### src/rtl/sqa_pkg.sv
package sqa_pkg;

    typedef enum logic [2:0] {
        ST_IDLE     = 3'd0,
        ST_RUN      = 3'd1,
        ST_ROBSQ    = 3'd2,
        ST_TRAPP    = 3'd3,
        ST_FTRAPP   = 3'd4
    } sq_state_e;

    localparam int ST_W = 3;

    // Per-thread, per-cycle squash selection
    typedef struct packed {
        logic full;      // trap or context squash chosen
        logic ex_ok;     // execute-stage squash accepted
        logic any;       // some squash accepted
        logic conflict;  // trap fire met a context request
    } sq_pick_t;

    function automatic logic older_or_same(input logic [63:0] a, input logic [63:0] b);
        return a <= b;
    endfunction

endpackage

### src/rtl/sqa_trap_timer.sv
module sqa_trap_timer #(
    parameter int LAT = 3
) (
    input  logic clk,
    input  logic rst,
    input  logic raise,
    input  logic block,
    output logic inflight,
    output logic fire,
    output logic arm
);
    localparam int CW = $clog2(LAT + 1);

    logic [CW-1:0] cnt_q;
    logic          infl_q;

    assign fire     = infl_q && (cnt_q == CW'(1));
    assign arm      = raise && !infl_q && !block;
    assign inflight = infl_q;

    always_ff @(posedge clk) begin
        if (rst) begin
            infl_q <= 1'b0;
            cnt_q  <= '0;
        end else if (fire) begin
            infl_q <= 1'b0;
            cnt_q  <= '0;
        end else if (arm) begin
            infl_q <= 1'b1;
            cnt_q  <= CW'(LAT);
        end else if (infl_q) begin
            cnt_q  <= cnt_q - 1'b1;
        end
    end

    // firing clears the in-flight flag
    p_fire_clears_r6: assert property (@(posedge clk) disable iff (rst)
        fire |=> !inflight);
    // arming loads the full latency
    p_arm_loads_r6: assert property (@(posedge clk) disable iff (rst)
        arm |=> (inflight && cnt_q == CW'(LAT)));
    // an armed timer never sits at zero
    p_cnt_live_r6: assert property (@(posedge clk) disable iff (rst)
        inflight |-> (cnt_q != '0));

endmodule

### src/rtl/sqa_thread_ctl.sv
module sqa_thread_ctl
    import sqa_pkg::*;
#(
    parameter int SEQ_W = 16,
    parameter int PC_W  = 32,
    parameter int CNT_W = 8
) (
    input  logic             clk,
    input  logic             rst,
    input  logic             all_sq,
    input  logic             fire,
    input  logic             inflight,
    input  logic             arm,
    input  logic             ctx_sq,
    input  logic             ex_vld,
    input  logic [SEQ_W-1:0] ex_seq,
    input  logic             ex_incl,
    input  logic             ex_mis,
    input  logic [PC_W-1:0]  ex_pc,
    input  logic             rob_done,
    input  logic             rob_empty,
    input  logic [SEQ_W-1:0] rob_head_seq,
    input  logic [SEQ_W-1:0] last_cmt_seq,
    input  logic [PC_W-1:0]  resume_pc,
    input  logic             ins_vld,
    input  logic [SEQ_W-1:0] ins_seq,
    output logic             sq_any,
    output logic             bc_sq,
    output logic             bc_robsq,
    output logic             bc_mis,
    output logic [SEQ_W-1:0] bc_done_seq,
    output logic [PC_W-1:0]  bc_pc,
    output logic             sq_conflict,
    output logic [CNT_W-1:0] mis_cnt,
    output sq_state_e        state
);
    sq_state_e        st_q;
    logic [SEQ_W-1:0] young_q;
    logic [CNT_W-1:0] cnt_q;
    sq_pick_t         pick;
    logic [SEQ_W-1:0] full_bnd;
    logic [SEQ_W-1:0] ex_bnd;
    logic [SEQ_W-1:0] bnd;
    logic             ctx_ok;
    logic             ins_ok;

    always_comb begin
        ctx_ok        = ctx_sq && !inflight;
        pick.full     = fire || ctx_ok;
        pick.ex_ok    = !pick.full && ex_vld && (st_q != ST_TRAPP) &&
                        older_or_same(64'(ex_seq), 64'(young_q));
        pick.any      = pick.full || pick.ex_ok;
        pick.conflict = fire && ctx_sq;
        full_bnd      = rob_empty ? last_cmt_seq : (rob_head_seq - 1'b1);
        ex_bnd        = ex_incl ? (ex_seq - 1'b1) : ex_seq;
        bnd           = pick.full ? full_bnd : ex_bnd;
        ins_ok        = ins_vld && !all_sq;
    end

    assign sq_any = pick.any;

    always_ff @(posedge clk) begin
        if (rst) begin
            st_q        <= ST_IDLE;
            young_q     <= '0;
            cnt_q       <= '0;
            bc_sq       <= 1'b0;
            bc_robsq    <= 1'b0;
            bc_mis      <= 1'b0;
            bc_done_seq <= '0;
            bc_pc       <= '0;
            sq_conflict <= 1'b0;
        end else begin
            bc_sq       <= pick.any;
            bc_robsq    <= pick.any || ((st_q == ST_ROBSQ) && !rob_done);
            bc_mis      <= pick.ex_ok && ex_mis;
            bc_done_seq <= pick.any ? bnd : '0;
            bc_pc       <= pick.full ? resume_pc : (pick.ex_ok ? ex_pc : '0);
            sq_conflict <= pick.conflict;

            if (pick.any)
                st_q <= ST_ROBSQ;
            else if (arm)
                st_q <= ST_TRAPP;
            else if ((st_q == ST_ROBSQ) && rob_done)
                st_q <= ST_RUN;
            else if ((st_q == ST_IDLE) && ins_ok)
                st_q <= ST_RUN;

            if (pick.any)
                young_q <= bnd;
            else if (ins_ok)
                young_q <= ins_seq;

            if (pick.ex_ok && ex_mis)
                cnt_q <= cnt_q + 1'b1;
        end
    end

    assign mis_cnt = cnt_q;
    assign state   = st_q;

    // a squash broadcast always carries rob-squashing and leaves the thread squashing
    p_sq_pair_r4: assert property (@(posedge clk) disable iff (rst)
        bc_sq |-> (bc_robsq && st_q == ST_ROBSQ));
    // rob-squashing is driven in every squashing cycle
    p_robsq_hold_r5: assert property (@(posedge clk) disable iff (rst)
        (st_q == ST_ROBSQ) |-> bc_robsq);
    // nothing from execute while a trap waits and no full squash is chosen
    p_trap_drop_r3: assert property (@(posedge clk) disable iff (rst)
        (ex_vld && st_q == ST_TRAPP && !fire && !ctx_ok) |=> !bc_sq);
    // a conflict comes with the trap squash broadcast
    p_conflict_r8: assert property (@(posedge clk) disable iff (rst)
        sq_conflict |-> bc_sq);
    // the counter moves only with a mispredict broadcast
    p_cnt_step_r10: assert property (@(posedge clk) disable iff (rst)
        !$stable(cnt_q) |-> bc_mis);

endmodule

### src/rtl/commit_squash_arbiter.sv
module commit_squash_arbiter
    import sqa_pkg::*;
#(
    parameter int NT       = 2,
    parameter int SEQ_W    = 16,
    parameter int PC_W     = 32,
    parameter int TRAP_LAT = 4,
    parameter int CNT_W    = 8
) (
    input  logic                  clk,
    input  logic                  rst,
    input  logic [NT-1:0]         trap_raise,
    input  logic [NT-1:0]         ctx_sq,
    input  logic [NT-1:0]         ex_vld,
    input  logic [NT*SEQ_W-1:0]   ex_seq,
    input  logic [NT-1:0]         ex_incl,
    input  logic [NT-1:0]         ex_mis,
    input  logic [NT*PC_W-1:0]    ex_pc,
    input  logic [NT-1:0]         rob_done,
    input  logic [NT-1:0]         rob_empty,
    input  logic [NT*SEQ_W-1:0]   rob_head_seq,
    input  logic [NT*SEQ_W-1:0]   last_cmt_seq,
    input  logic [NT*PC_W-1:0]    resume_pc,
    input  logic [NT-1:0]         ins_vld,
    input  logic [NT*SEQ_W-1:0]   ins_seq,
    output logic [NT-1:0]         bc_sq,
    output logic [NT-1:0]         bc_robsq,
    output logic [NT-1:0]         bc_mis,
    output logic [NT*SEQ_W-1:0]   bc_done_seq,
    output logic [NT*PC_W-1:0]    bc_pc,
    output logic [NT*ST_W-1:0]    thr_state,
    output logic [NT-1:0]         trap_inflight,
    output logic [NT-1:0]         sq_conflict,
    output logic [NT*CNT_W-1:0]   mis_cnt,
    output logic                  retire_block
);
    logic [NT-1:0] squashing;
    logic [NT-1:0] fire;
    logic [NT-1:0] arm;
    logic [NT-1:0] sq_any;
    logic          all_sq;

    assign all_sq       = &squashing;
    assign retire_block = all_sq;

    for (genvar t = 0; t < NT; t++) begin : g_thr
        sq_state_e st;

        sqa_trap_timer #(.LAT(TRAP_LAT)) i_timer (
            .clk      (clk),
            .rst      (rst),
            .raise    (trap_raise[t]),
            .block    (sq_any[t]),
            .inflight (trap_inflight[t]),
            .fire     (fire[t]),
            .arm      (arm[t])
        );

        sqa_thread_ctl #(.SEQ_W(SEQ_W), .PC_W(PC_W), .CNT_W(CNT_W)) i_ctl (
            .clk          (clk),
            .rst          (rst),
            .all_sq       (all_sq),
            .fire         (fire[t]),
            .inflight     (trap_inflight[t]),
            .arm          (arm[t]),
            .ctx_sq       (ctx_sq[t]),
            .ex_vld       (ex_vld[t]),
            .ex_seq       (ex_seq[t*SEQ_W +: SEQ_W]),
            .ex_incl      (ex_incl[t]),
            .ex_mis       (ex_mis[t]),
            .ex_pc        (ex_pc[t*PC_W +: PC_W]),
            .rob_done     (rob_done[t]),
            .rob_empty    (rob_empty[t]),
            .rob_head_seq (rob_head_seq[t*SEQ_W +: SEQ_W]),
            .last_cmt_seq (last_cmt_seq[t*SEQ_W +: SEQ_W]),
            .resume_pc    (resume_pc[t*PC_W +: PC_W]),
            .ins_vld      (ins_vld[t]),
            .ins_seq      (ins_seq[t*SEQ_W +: SEQ_W]),
            .sq_any       (sq_any[t]),
            .bc_sq        (bc_sq[t]),
            .bc_robsq     (bc_robsq[t]),
            .bc_mis       (bc_mis[t]),
            .bc_done_seq  (bc_done_seq[t*SEQ_W +: SEQ_W]),
            .bc_pc        (bc_pc[t*PC_W +: PC_W]),
            .sq_conflict  (sq_conflict[t]),
            .mis_cnt      (mis_cnt[t*CNT_W +: CNT_W]),
            .state        (st)
        );

        assign squashing[t]                 = (st == ST_ROBSQ);
        assign thr_state[t*ST_W +: ST_W]    = st;
    end

    // a raised block means every thread drives rob-squashing
    p_block_robsq_r9: assert property (@(posedge clk) disable iff (rst)
        retire_block |-> (&bc_robsq));
    // a trap waiting in flight never coexists with an Idle state
    p_trap_state_r6: assert property (@(posedge clk) disable iff (rst)
        $rose(trap_inflight[0]) |-> (thr_state[ST_W-1:0] == 3'(ST_TRAPP)));

endmodule

### config.mk
export PLATFORM = sky130hd
export DESIGN_NAME = commit_squash_arbiter
export DESIGN_NICKNAME = d
export VERILOG_FILES = /design/src/rtl/sqa_pkg.sv /design/src/rtl/sqa_trap_timer.sv /design/src/rtl/sqa_thread_ctl.sv /design/src/rtl/commit_squash_arbiter.sv
export SDC_FILE = /design/constraint.sdc
export NUM_CORES = 1
export LEC_CHECK = 0
export BUFFER_PORTS_ARGS = -buffer_cell sky130_fd_sc_hd__clkbuf_2
export CELL_PAD_IN_SITES_DETAIL_PLACEMENT = 1
export CELL_PAD_IN_SITES_GLOBAL_PLACEMENT = 2
export CORE_MARGIN = 1.5
export CORE_UTILIZATION = 26
export DETAILED_ROUTE_END_ITERATION = 10
export PLACE_DENSITY_LB_ADDON = 0.1
export SYNTH_ARGS = -nofsm -noshare
export SYNTH_HDL_FRONTEND = slang
export SYNTH_SLANG_ARGS = --single-unit
### constraint.sdc
create_clock -name clk -period 3.1 [get_ports clk]
set_input_delay 0.31 -clock clk [delete_from_list [all_inputs] [get_ports clk]]
set_output_delay 0.31 -clock clk [all_outputs]
set_load 0.005 [all_outputs]
* Yosys cells after proc, flatten, opt, wreduce, memory -nomap -nowiden
Index checks and enable logic that the tools add are counted.
Storage, ports and cells: register bits after elaboration 164, bits in latches 0, RAM bits 0, ROM bits 0, bits of input ports 274, memories 0
Operators by class: add/sub/neg operators 8, multipliers 0, div/mod/pow operators 0, order comparisons 2, eq/ne operators 6, shifts and indexed selects 0, muxes and demuxes 26, bitwise gates (word level) 2, reduce and logical (&&, ||, !) cells 60
Operators by type and width (count):
- two-way mux 16 bit | 10
- two-way mux 32 bit | 4
- subtractor 16 x 1 -> 16 bit, second input constant | 4
- less-or-equal comparator 16 bit | 2
- logical AND 1 bit | 26
- adder 8 x 1 -> 8 bit, second input constant | 2
- two-way mux 2 bit | 8
- two-way mux 3 bit | 4
- OR reduction 2 bit | 6
- logical NOT 1 bit | 9
- nonzero test 2 bit | 4
- nonzero test 4 bit | 2
- equality test 3 x 1 -> 1 bit, second input constant | 2
- logical NOT 3 bit | 2
- logical OR 1 bit | 6
- nonzero test 3 bit | 2
- OR reduction 3 bit | 2
- subtractor 3 x 1 -> 3 bit, second input constant | 2
- equality test 2 bit, second input constant | 2
- inequality test 2 bit, second input constant | 2
- inverter 1 bit | 2
- AND reduction 2 bit | 1

* Logic depth before layout (Yosys ltp)
depth in word-level cells 12, depth in mapped cells 12, depth with buffers taken out 11

* Cells and area by module
A second synthesis with hierarchy kept.
Unflattened totals: cells, all modules 963, area, all modules 8548.2 um^2
By module, submodules not included:
- sqa_thread_ctl at g_thr[1].i_ctl | instances 1, cells an instance 462, area each 4046.4 um^2, seq. area each 1561.5 um^2
- sqa_thread_ctl at g_thr[0].i_ctl | instances 1, cells an instance 457, area each 4025.1 um^2, seq. area each 1561.5 um^2
- sqa_trap_timer | instances 2, cells an instance 21, area each 227.7 um^2, seq. area each 80.1 um^2
- commit_squash_arbiter | instances 1, cells an instance 2, area each 21.3 um^2, seq. area each 0.0 um^2

* Worst setup path after synthesis
OpenSTA, ideal clock, no wires.
kind reg-to-reg, start point register g_thr[0].i_ctl.young_q[15], end point register g_thr[0].i_timer.cnt_q[2], arrival 2279 ps, data required time 2978 ps, path slack 699 ps, cell stages (with the launch flop) 11, buffers on the path 1, clock period less this slack 2401 ps, path through dfxtp_1 -> inv_1 -> ha_1 -> a21oi_1 -> nand3_1 -> or4_1 -> a211o_2 -> nand3_2 -> buf_2 -> nor2_1 -> o311a_1
Between the ends: word-level cells in the longest chain between the ends 6, elaborated cells on any way between the ends 7, those cells by class order compare: 1; mux: 1; reduce/logical: 5
Ends and longest elaborated chain:
- start, declared | line sqa_thread_ctl.sv:38 | logic [SEQ_W-1:0] young_q;
- start signal, assigned | line sqa_thread_ctl.sv:91 | young_q <= bnd;
- start signal, assigned | line sqa_thread_ctl.sv:93 | young_q <= ins_seq;
- less-or-equal comparator 16 bit (*) | line sqa_pkg.sv:22 | return a <= b;
- logical AND 1 bit (*) | line sqa_thread_ctl.sv:50 | pick.ex_ok = !pick.full && ex_vld && (st_q != ST_TRAPP) &&
- logical OR 1 bit (*) | line sqa_thread_ctl.sv:52 | pick.any = pick.full || pick.ex_ok;
- logical NOT 1 bit (*) | line sqa_trap_timer.sv:18 | assign arm = raise && !infl_q && !block;
- logical AND 1 bit (*) | line sqa_trap_timer.sv:18
- two-way mux 3 bit / nonzero test 2 bit (equally long branches)
- end signal, assigned | line sqa_trap_timer.sv:30 | cnt_q <= CW'(LAT);
- end signal, assigned | line sqa_trap_timer.sv:32 | cnt_q <= cnt_q - 1'b1;
- end, declared | line sqa_trap_timer.sv:14 | logic [CW-1:0] cnt_q;
Mark *: on every way between the ends. The rest lies on a longest branch, timed or not. A chain may end at the register's enable or synchronous reset.

* Worst setup path after layout
start point register g_thr[0].i_ctl.young_q[14], end point register g_thr[0].i_ctl.young_q[6]
Between the ends: word-level cells in the longest chain between the ends 4, elaborated cells on any way between the ends 5, those cells by class order compare: 1; mux: 1; reduce/logical: 3
Ends and longest elaborated chain (line):
- less-or-equal comparator 16 bit (*) | sqa_pkg.sv:22
- logical AND 1 bit (*) | sqa_thread_ctl.sv:50
- logical OR 1 bit (*) | sqa_thread_ctl.sv:52
- two-way mux 16 bit / nonzero test 2 bit (equally long branches)
Marked as above.

==> results.sh <==
export IMPL_crit_fanout=20
export IMPL_nets=1653
export IMPL_hpwl_mm=25.78
export IMPL_clock_insertion_delay_worst_skew_ns=0.44
export IMPL_hold_violations=0
export IMPL_wire_per_inst_um=17.81
export IMPL_die_area_mm2=0.03371
export IMPL_power_leakage_nw=5.423
export IMPL_synthToLayoutAreaGrowth_pct=36.34
export IMPL_worst_slew_pin_slew_ns=0.9908
export IMPL_worst_hold_path_type="input port to flop"
export IMPL_grt_pass1_wl_mm=48.80
export IMPL_drv_slew=0
export IMPL_synthCells=952
export IMPL_ant_nets=0
export IMPL_hp_start="resume_pc[34]"
export IMPL_peakVddDrop_v=0.0003635
export IMPL_ctsResizeCount=0
export IMPL_die_y_um=183.6
export IMPL_wl_mm=31.82
export IMPL_postCtsHoldBufs=0
export IMPL_power_density_mw_per_mm2=508.0
export IMPL_yosysWarnings=0
export IMPL_whs_endpoint="g_thr[1].i_ctl.bc_pc[2]$_SDFF_PP0_"
export IMPL_overflow=0
export IMPL_max_stage_delay_ns=0.53
export IMPL_cts_path_max_buffers=2
export IMPL_cts_buffers=17
export IMPL_gp_congestion=0.8122
export IMPL_route_detailed_drc=0
export IMPL_cts_root_buffer_cell="clkbuf_16"
export IMPL_worst_hold_path_num_cells=2
export IMPL_r2r_slack_ns=0.41
export IMPL_fp_coreArea_mm2=0.03180
export IMPL_h_tree_depth=4
export IMPL_r2r_worst_path_cells=10
export IMPL_path_clk_slew_ns=0.07
export IMPL_rsz0062_at_grt="false"
export IMPL_critPathCaptureType="flop"
export IMPL_arrival_ns=3.01
export IMPL_cp_slowest_cell="or4_1"
export IMPL_grt_pass1_vias=8815
export IMPL_start_kind="flop"
export IMPL_worstPathRequired_ns=3.42
export IMPL_synth_edff_count=0
export IMPL_routed_via_density=4.660
export IMPL_finalSetupTns_ns=0
export IMPL_fin_skew_ns=0.01056
export IMPL_drv_cap=0
export IMPL_cts_setup_buffers=0
export IMPL_critPathKind="flop to flop"
export IMPL_start_util_pct=26.67
export IMPL_vias=8322
export IMPL_r2r_end="g_thr[0].i_ctl.young_q[6]$_SDFFE_PP0P_"
export IMPL_place_area_mm2=0.01097
export IMPL_final_cell_area_mm2=0.01156
export IMPL_drive_gt1_share_pct=36.37
export IMPL_die_width_um=183.6
export IMPL_setup_viol=0
export IMPL_num_io_pins=403
export IMPL_grt_antenna_before_repair=6
export IMPL_relSlewSlack_pct=33.11
export IMPL_layout_min_cycle_time_ns=2.685
export IMPL_status="finished clean"
export IMPL_period_share_pct=86.62
export IMPL_fmax_mhz=372.4
export IMPL_first_pass_iters=4
export IMPL_ys_ff_latch=164
export IMPL_grt_usage_pct=18.82
export IMPL_cts_tree="built"
export IMPL_rows=65
export IMPL_yosysTopAreaCellShare_pct=38.72
export IMPL_grt_max_degree=33
export IMPL_ys_types=70
export IMPL_rr_startpoint="g_thr[0].i_ctl.young_q[14]$_SDFFE_PP0P_"
export IMPL_cts_sinks=164
export IMPL_cp_cell_sequence="inv_1 -> ha_1 -> nand4_2 -> nor2_1 -> or4_1 -> a211o_2 -> nand3_2 -> buf_4 -> nor3_1 -> or2_1"
export IMPL_syn_area_per_cell_um2=8.907
export IMPL_synth_main_ff_cell="dfxtp_1"
export IMPL_io_buffer_count=400
export IMPL_synth_async_sr_flop_share_pct=0
export IMPL_netlist_top_cells_area="dfxtp_1, a22o_1, ha_1"
export IMPL_first_iter_violations=262
export IMPL_netlist_area_mm2=0.008479
export IMPL_ys_seq_area_share_pct=38.72
export IMPL_yosys_area_top_type="dfxtp_1"
[cell usage in the layout, fill, tap and decap left out, types with 6 or more instances in the layout]
| master | Yosys | final |
|---|---|---|
| nand3_1 | 17 | 17 |
| or3_1 | 15 | 15 |
| a211oi_1 | 30 | 30 |
| nor2b_1 | 12 | 12 |
| and3_1 | 13 | 13 |
| buf_4 | 12 | 23 |
| a22o_1 | 64 | 64 |
| nor4_1 | 10 | 10 |
| nand2_1 | 51 | 51 |
| mux2i_1 | 25 | 25 |
| clkbuf_16 | 0 | 17 |
| nor3_1 | 26 | 26 |
| o21ai_0 | 39 | 39 |
| nand2b_1 | 14 | 14 |
| inv_1 | 58 | 58 |
| xor2_1 | 29 | 29 |
| mux2_2 | 8 | 8 |
| clkbuf_2 | 0 | 400 |
| nand4_1 | 16 | 16 |
| xnor2_1 | 34 | 34 |
| ha_1 | 42 | 42 |
| a21oi_1 | 35 | 35 |
| nor2_1 | 86 | 84 |
| o211ai_1 | 11 | 11 |
| dfxtp_1 | 164 | 164 |
| a2bb2oi_1 | 6 | 6 |
[flip-flops by register name (all words and copies together), names as in the netlist]
| name | cells |
|---|---|
| g_thr.i_ctl.bc_sq | 2 |
| g_thr.i_ctl.bc_pc | 64 |
| g_thr.i_ctl.bc_mis | 2 |
| g_thr.i_ctl.state | 4 |
| g_thr.i_timer.inflight | 2 |
| g_thr.i_ctl.mis_cnt | 16 |
| g_thr.i_timer.cnt_q | 6 |
| g_thr.i_ctl.bc_done_seq | 32 |
| g_thr.i_ctl.sq_conflict | 2 |
| g_thr.i_ctl.young_q | 32 |
| g_thr.i_ctl.bc_robsq | 2 |
[power breakdown]
group | internal, mW | switching, mW | total, mW
Combinational | 0.588 | 0.709 | 1.30
Sequential | 2.30 | 0.0920 | 2.40
Clock | 1.24 | 0.939 | 2.18
[Yosys cell counts (15+ instances only)]
library cell	number
dfxtp_1	164
nor2_1	86
a22o_1	64
inv_1	58
nand2_1	51
ha_1	42
o21ai_0	39
a21oi_1	35
xnor2_1	34
clkbuf_1	33
a211oi_1	30
xor2_1	29
nor3_1	26
mux2i_1	25
nand3_1	17
nand4_1	16
or3_1	15
[per-layer routing]
layer,part of all wire [%],vias up,global-route usage (%)
li1,-,4157,-
met1,41,3950,21.62
met2,52,182,34.39
met3,5.6,25,5.210
met4,0.98,8,4.295
met5,0.17,-,0
[critical path, delay by kind of cell, from the launching register on]
kind,cells,cell delay [ns]
buffers and inverters,2,0.35
adders and majority gates,1,0.30
AOI/OAI and AO/OA,1,0.41
and+or+nand+nor,6,1.19
DFF,1,0.31
[final cells by class]
| type | instances | area [µm²] |
|---|---|---|
| antenna | 1 | 2.502 |
| clock buffer | 22 | 464.2 |
| clock inverter | 10 | 123.9 |
| fill | 3837 | 20240 |
| inverter | 59 | 221.5 |
| multi-input combinational | 669 | 4687 |
| sequential | 164 | 3283 |
| tap | 435 | 544.3 |
| timing repair buffer | 426 | 2235 |
[per-stage QoR]
step / worst slack (ns) / power (mW) / std cells / utilization, % / hold WS, ns
2_1_floorplan: 0.6992 / 3.143 / 953 / - / 0.4355
3_3_place_gp: 0.3502 / 3.758 / 1753 / 34.50 / 0.5153
3_5_place_dp: 0.3031 / 3.770 / 1753 / 34.50 / 0.5248
4_1_cts: 0.4092 / 6.000 / 1785 / 36.35 / 0.04915
5_1_grt: 0.1986 / 6.251 / 1785 / 36.35 / 0.05360
6_report: 0.4148 / 5.873 / 1786 / 36.36 / 0.07693
[logic make-up after synthesis]
group | after synthesis | synth area share [%]
and+or+nand+nor | 298 | 18.64
AOI/OAI and AO/OA | 231 | 19.61
DFF | 164 | 38.72
buffers and inverters | 120 | 6.271
xor gates and xnor gates | 63 | 6.507
adders and majority gates | 42 | 6.197
muxes | 33 | 4.014
other | 1 | 0.04422
[worst max path at each step]
| stage | start | endpoint | slack, ns | depth (start not counted) |
|---|---|---|---|---|
| finish | g_thr[0].i_ctl.young_q[14]$_SDFFE_PP0P_ | g_thr[0].i_ctl.young_q[6]$_SDFFE_PP0P_ | 0.41 | 10 |
| global route | g_thr[1].i_ctl.young_q[15]$_SDFFE_PP0P_ | g_thr[1].i_ctl.young_q[4]$_SDFFE_PP0P_ | 0.20 | 10 |
| CTS | g_thr[0].i_ctl.young_q[14]$_SDFFE_PP0P_ | g_thr[0].i_ctl.young_q[6]$_SDFFE_PP0P_ | 0.41 | 10 |
| detailed placement | ex_seq[13] | g_thr[0].i_ctl.young_q[6]$_SDFFE_PP0P_ | 0.30 | 10 |
| global placement | ex_seq[13] | g_thr[0].i_ctl.young_q[6]$_SDFFE_PP0P_ | 0.35 | 10 |
| floorplan | g_thr[0].i_ctl.young_q[15]$_SDFFE_PP0P_ | g_thr[0].i_timer.cnt_q[2]$_SDFFE_PP0P_ | 0.70 | 10 |
Note: power is estimated with default switching activity, not from simulation.
